--- config.mk ---
export PLATFORM = sky130hd
export DESIGN_NAME = phase_retimer
export DESIGN_NICKNAME = d
export VERILOG_FILES = /design/src/rtl/rtm_pkg.sv /design/src/rtl/rtm_cell.sv /design/src/rtl/rtm_delay.sv /design/src/rtl/rtm_mux.sv /design/src/rtl/phase_retimer.sv
export SDC_FILE = /design/constraint.sdc
export NUM_CORES = 1
export LEC_CHECK = 0
export CORE_AREA = 2 2 39 41
export DETAILED_ROUTE_END_ITERATION = 7
export DIE_AREA = 0 0 41 43
export PLACE_DENSITY = 0.52
export SLEW_MARGIN = 30
export SYNTH_ARGS = -nofsm -noshare
export SYNTH_HDL_FRONTEND = slang
export SYNTH_HIERARCHICAL = 1
export SYNTH_SLANG_ARGS = --single-unit
--- constraint.sdc ---
create_clock -name clk -period 2.4 [get_ports clk]
set_input_delay 0.72 -clock clk [delete_from_list [all_inputs] [get_ports clk]]
set_output_delay 0.72 -clock clk [all_outputs]
set_load 0.005 [all_outputs]
--- src/rtl/rtm_pkg.sv ---
package rtm_pkg;

   // Wrap a possibly negative phase index into 0 .. n-1.
   function automatic int wrap_idx(input int i, input int n);
      return ((i % n) + n) % n;
   endfunction

   // One-hot word with only bit k set.
   function automatic logic [31:0] onehot_bit(input int k);
      return 32'd1 << k;
   endfunction

endpackage

--- src/rtl/rtm_cell.sv ---
module rtm_cell #(
   parameter bit RST_ON = 1'b0
) (
   input  logic clk,
   input  logic rst_n,
   input  logic set_c,
   input  logic clr_c,
   output logic q
);

   always_ff @(posedge clk or negedge rst_n) begin
      if (!rst_n)     q <= RST_ON;
      else if (clr_c) q <= 1'b0;
      else if (set_c) q <= 1'b1;
   end

   // the enable rises only after its entry window was seen
   assert_set_window_R3: assert property (@(posedge clk) disable iff (!rst_n)
      $rose(q) |-> $past(set_c));

   // the enable falls only after its exit window was seen
   assert_clr_window_R4: assert property (@(posedge clk) disable iff (!rst_n)
      $fell(q) |-> $past(clr_c));

   // a coincident entry and exit leaves the enable off
   assert_clear_priority_R5: assert property (@(posedge clk) disable iff (!rst_n)
      ($past(rst_n) && $past(set_c && clr_c)) |-> !q);

endmodule

--- src/rtl/rtm_delay.sv ---
module rtm_delay #(
   parameter int             W       = 4,
   parameter int             DEPTH   = 1,
   parameter logic [W-1:0]   RST_VAL = '0
) (
   input  logic         clk,
   input  logic         rst_n,
   input  logic [W-1:0] din,
   output logic [W-1:0] dout
);

   generate
      if (DEPTH < 0) begin : g_bad_depth
         $error("rtm_delay: DEPTH must not be negative");
      end

      if (DEPTH == 0) begin : g_wire
         assign dout = din;
      end else begin : g_pipe
         logic [W-1:0] stg [DEPTH];
         for (genvar k = 0; k < DEPTH; k++) begin : g_stage
            logic [W-1:0] stg_in;
            if (k == 0) begin : g_first
               assign stg_in = din;
            end else begin : g_next
               assign stg_in = stg[k-1];
            end

            always_ff @(posedge clk or negedge rst_n) begin
               if (!rst_n) stg[k] <= RST_VAL;
               else        stg[k] <= stg_in;
            end

            // every stage adds exactly one cycle of latency
            assert_stage_follow_R7: assert property (@(posedge clk) disable iff (!rst_n)
               $past(rst_n) |-> (stg[k] == $past(stg_in)));
         end
         assign dout = stg[DEPTH-1];
      end
   endgenerate

endmodule

--- src/rtl/rtm_mux.sv ---
module rtm_mux #(
   parameter int N = 4
) (
   input  logic [N-1:0] ph,
   input  logic [N-1:0] en,
   output logic         out
);

   logic [N-1:0] gated;

   generate
      for (genvar i = 0; i < N; i++) begin : g_gate
         assign gated[i] = ph[i] & en[i];
      end
   endgenerate

   assign out = |gated;

endmodule

--- src/rtl/phase_retimer.sv ---
module phase_retimer #(
   parameter int NUM_PH      = 4,
   parameter int CTRL_STAGES = 1
) (
   input  logic              clk,
   input  logic              rst_n,
   input  logic [NUM_PH-1:0] phase_in,
   input  logic [NUM_PH-1:0] sel_in,
   output logic [NUM_PH-1:0] sel_on,
   output logic [NUM_PH-1:0] phase_copy,
   output logic              mux_out
);
   import rtm_pkg::*;

   localparam int                EXTRA_EN  = CTRL_STAGES - 1;
   localparam logic [NUM_PH-1:0] RST_SEL   = NUM_PH'(1);

   generate
      if (NUM_PH < 4 || (NUM_PH % 2) != 0) begin : g_bad_ph
         $error("phase_retimer: NUM_PH must be even and at least 4");
      end
      if (CTRL_STAGES < 1) begin : g_bad_stages
         $error("phase_retimer: CTRL_STAGES must be at least 1");
      end
   endgenerate

   logic [NUM_PH-1:0] set_v;
   logic [NUM_PH-1:0] clr_v;
   logic [NUM_PH-1:0] lat_q;

   // One latch cell per phase: entry window with the leading neighbour,
   // exit window with the lagging neighbour.
   generate
      for (genvar i = 0; i < NUM_PH; i++) begin : g_cell
         localparam int PREV = wrap_idx(i - 1, NUM_PH);
         localparam int NEXT = wrap_idx(i + 1, NUM_PH);

         assign set_v[i] = phase_in[PREV] & phase_in[i] & sel_in[i];
         assign clr_v[i] = phase_in[i] & phase_in[NEXT] & sel_in[NEXT];

         rtm_cell #(
            .RST_ON (i == 0)
         ) u_cell (
            .clk   (clk),
            .rst_n (rst_n),
            .set_c (set_v[i]),
            .clr_c (clr_v[i]),
            .q     (lat_q[i])
         );
      end
   endgenerate

   // Extra control-path stages beyond the latch (none by default).
   rtm_delay #(
      .W       (NUM_PH),
      .DEPTH   (EXTRA_EN),
      .RST_VAL (RST_SEL)
   ) u_en_dly (
      .clk   (clk),
      .rst_n (rst_n),
      .din   (lat_q),
      .dout  (sel_on)
   );

   // Phase copies see the full control-path latency.
   rtm_delay #(
      .W       (NUM_PH),
      .DEPTH   (CTRL_STAGES),
      .RST_VAL ('0)
   ) u_ph_dly (
      .clk   (clk),
      .rst_n (rst_n),
      .din   (phase_in),
      .dout  (phase_copy)
   );

   rtm_mux #(
      .N (NUM_PH)
   ) u_mux (
      .ph  (phase_copy),
      .en  (sel_on),
      .out (mux_out)
   );

   // the multiplexer always has exactly one source
   assert_single_enable_R2: assert property (@(posedge clk) disable iff (!rst_n)
      $onehot(sel_on));

   // output high implies an enabled phase copy is high
   assert_output_source_R8: assert property (@(posedge clk) disable iff (!rst_n)
      mux_out |-> ((phase_copy & sel_on) != '0));

endmodule

==> metrics.md, run 1 <==
| Metric | Value |
|---|---|
| Syn nets | 33 |
| RePlAce Congestion | 0.6947 |
| Die area | around 0.0018 mm2 |
| Number of synthesized flops with an enable pin | 0 |
| Die X | roughly 41 um |
| Finished Layout Cells | 57 |
| Most frequent cell after synthesis | dfrtp_1 |
| Initial antenna violation count | 0 |
| FF+latch area | 201.4 um2 |
| VDD IR max | 0.0001513 V |
| Routed wire length | 593 um |
| CTS tree | yes |
| Synth Instances | 23 |
| Remaining antenna violation count after routing | 0 |
| Largest net degree at the start of global routing | 9 |
| Fin. Hold Viols | 0 |
| Hold-fix buffers, CTS | 0 |
| Post-synthesis sequential area ratio | 0.6389 |
| Max-slew violations | 0 |
| Final setup viols | 0 |
| Row cnt | 14 |
| Total chip power | between 0.3 and 0.4 mW |
| Hold Crit Class | register to register |
| DR pass1 iterations | 2 |
| Cells after DPL | 53 |
| Startpoint types | register |
| Max_slew headroom | 0.7857 |
| WL per Instance | ~10 um |
| Hold WS | 507.4 ps |
| Post-CTS sizing | 0 |
| Synthesized cell area | 315.3 um2 |
| Fillers | 135 |
| Nets | 52 |
| Slew @ Worst Pin | 320.4 ps |
| Final Cycle Share | 0.8867 |
| H-tree depth | 1 |
| CP Data Arrival Time | about 1400 ps |
| First-pass GRT wire length | 979 um |
| Skew-Pair Late Insertion Delay | approximately 250 ps |
| Grt total ovfl | 0 |
| PortBufs | 18 |
| Initial detailed-routing violation count | 4 |
| Diode count | 0 |
| Cell taking the most area after synthesis | dfrtp_1 |
| Yosys top cell area share | 0.5556 |
| FMAX | around 470 MHz |
| Clk buf depth | 2 |
| RSZ-0062 raised after global routing | no |
| DRC violations left | 0 |
| Distinct cells, synth | 7 |
| CP max FO | 3 |
| Top-level I/O count | 19 |
| Top_reg_cell synth | dfrtp_1 |
| Share of cells above drive strength 1 | 0.09756 |
| Share of synthesized registers carrying an async set or reset | 1.000 |
| Synth cell count leaders | dfrtp_1, and3_1, buf_4, o21ba_1, a22oi_1 |
| Area grow syn2layout | 62.30% |
| Core box area | 0.001384 mm2 |
| CP Capture Type | output port |
| Starting Density | 0.2278 |
| FF+latch count, synth | 8 |
| Max-cap violations | 0 |
| Global router's overall resource usage | 0.09156 |
| Status | finished, final reports clean |
| Required @ worst endpoint | 1680 ps |
| Clk_skew | 0 ps |
| Largest cells by area after synthesis | dfrtp_1, o21ba_1, buf_4 |
| Vias in the first global route | roughly 260 |
| Area taken by multi-input logic gates | 83.83 um2 |
| Root buffer cell | clkbuf_4 |
| Post-layout min period | 2128 ps |
| Routed vias | 240 |
| Synth Warn # | 6 |
| Die Y-Extent | 43 um |
| CTS buffer count | 3 |
| Synth Area per Inst | 13.71 um2 |
| Leakage power | 0.2333 nW |
| Vias/cell | 4.211 |
| Worst-path clk slew | approximately 50 ps |
| Pwr Density | 661.0 mW/mm2 |
| Sum Neg Setup Slack | 0 ps |
| Setup CP Type | register to output port |
| Post-CTS Setup Bufs | 0 |
| CTS Sinks | 8 |
## placed cells by master (no fill, tap or decap)
cell	count
a22oi_1	2
o21ba_1	4
dfstp_2	1
and3_1	4
dfrtp_1	7
clkbuf_4	3
nand2_1	1
clkbuf_1	1
clkdlybuf4s50_1	18
## routing by layer
metal  up-vias  track usage  part of all wire
met2        12       0.1250              0.54
met5         -            0                 0
met3         2      0.03141             0.062
met1       114      0.08725              0.36
li1        112            -                 -
met4         0       0.1200             0.035
## state kept, by name, indices dropped and copies added (netlist names)
register,count
g_cell.u_cell/q,4
u_ph_dly/dout,4
## power breakdown
group / internal, mW / switching [mW]
Clock: 0.0634 / 0.0430
Sequential: 0.151 / 0.00982
Combinational: 0.0523 / 0.0185
Total: 0.267 / 0.0713
## metrics by stage
step / worst slack [ps] / util / area [um2]
3_3_place_gp: 535.2 / 0.3508 / 485.5
3_5_place_dp: 529.4 / 0.3508 / 485.5
5_1_grt: 214.6 / 0.3698 / 511.7
4_1_cts: 254.2 / 0.3698 / 511.7
6_report: 272.0 / 0.3698 / 511.7
2_1_floorplan: 932.8 / - / 315.3
## cells by family (layout without fill, tap and decap cells)
logic type	count (synthesis)	in the layout	share of synthesized area
DFF	8	8	0.6389
buffers and inverters	4	22	0.09524
AOI/OAI and AO/OA	6	6	0.1746
and+or+nand+nor	5	5	0.09125
## path summary, 6_finish.rpt
path                               startpoint  depth (start not counted)                  to  slack (ps)
max                        g_cell[0].u_cell/q                          3             mux_out         270
min                        g_cell[3].u_cell/q                          1  g_cell[3].u_cell/q         510
max reg2reg                g_cell[0].u_cell/q                          1  g_cell[0].u_cell/q        1700
min reg2reg                g_cell[3].u_cell/q                          1  g_cell[3].u_cell/q         510
max in group asynchronous               rst_n                          1  g_cell[0].u_cell/q        1380
min in group asynchronous               rst_n                          1    u_ph_dly/dout[3]         730
## worst max-delay path, cell delays in order, from the launching register on
cell             delay (ps)
dfstp_2                 530
a22oi_1                  80
nand2_1                  70
clkdlybuf4s50_1         490
## area by class of cell
| class | count | area share |
|---|---|---|
| Clock buffer | 4 | 0.05134 |
| Timing Repair Buffer | 18 | 0.3521 |
| Sequential cell | 8 | 0.3936 |
| Tap cell | 16 | 0.03912 |
| Multi-Input combinational cell | 11 | 0.1638 |
Note: power is estimated with default switching activity, not from simulation.
==> run 2: changes to the inputs <==
Settings changed: TNS_END_PERCENT from default to 30.
Clock period 2.4 ns to 2.6 ns, I/O delays scaled along.
==> results of run 2 <==
The final DEF is identical to that of run 1. Status: finished, final reports clean.
Main changes from that run: setup slack after placement 529.4 ps -> 669.4 ps; setup slack after layout 272.0 ps -> 412.0 ps; register-to-register setup slack 1700 ps -> 1900 ps; total power 0.3382 mW -> 0.3122 mW; worst IR drop on VDD 0.0001513 V -> 0.0001396 V
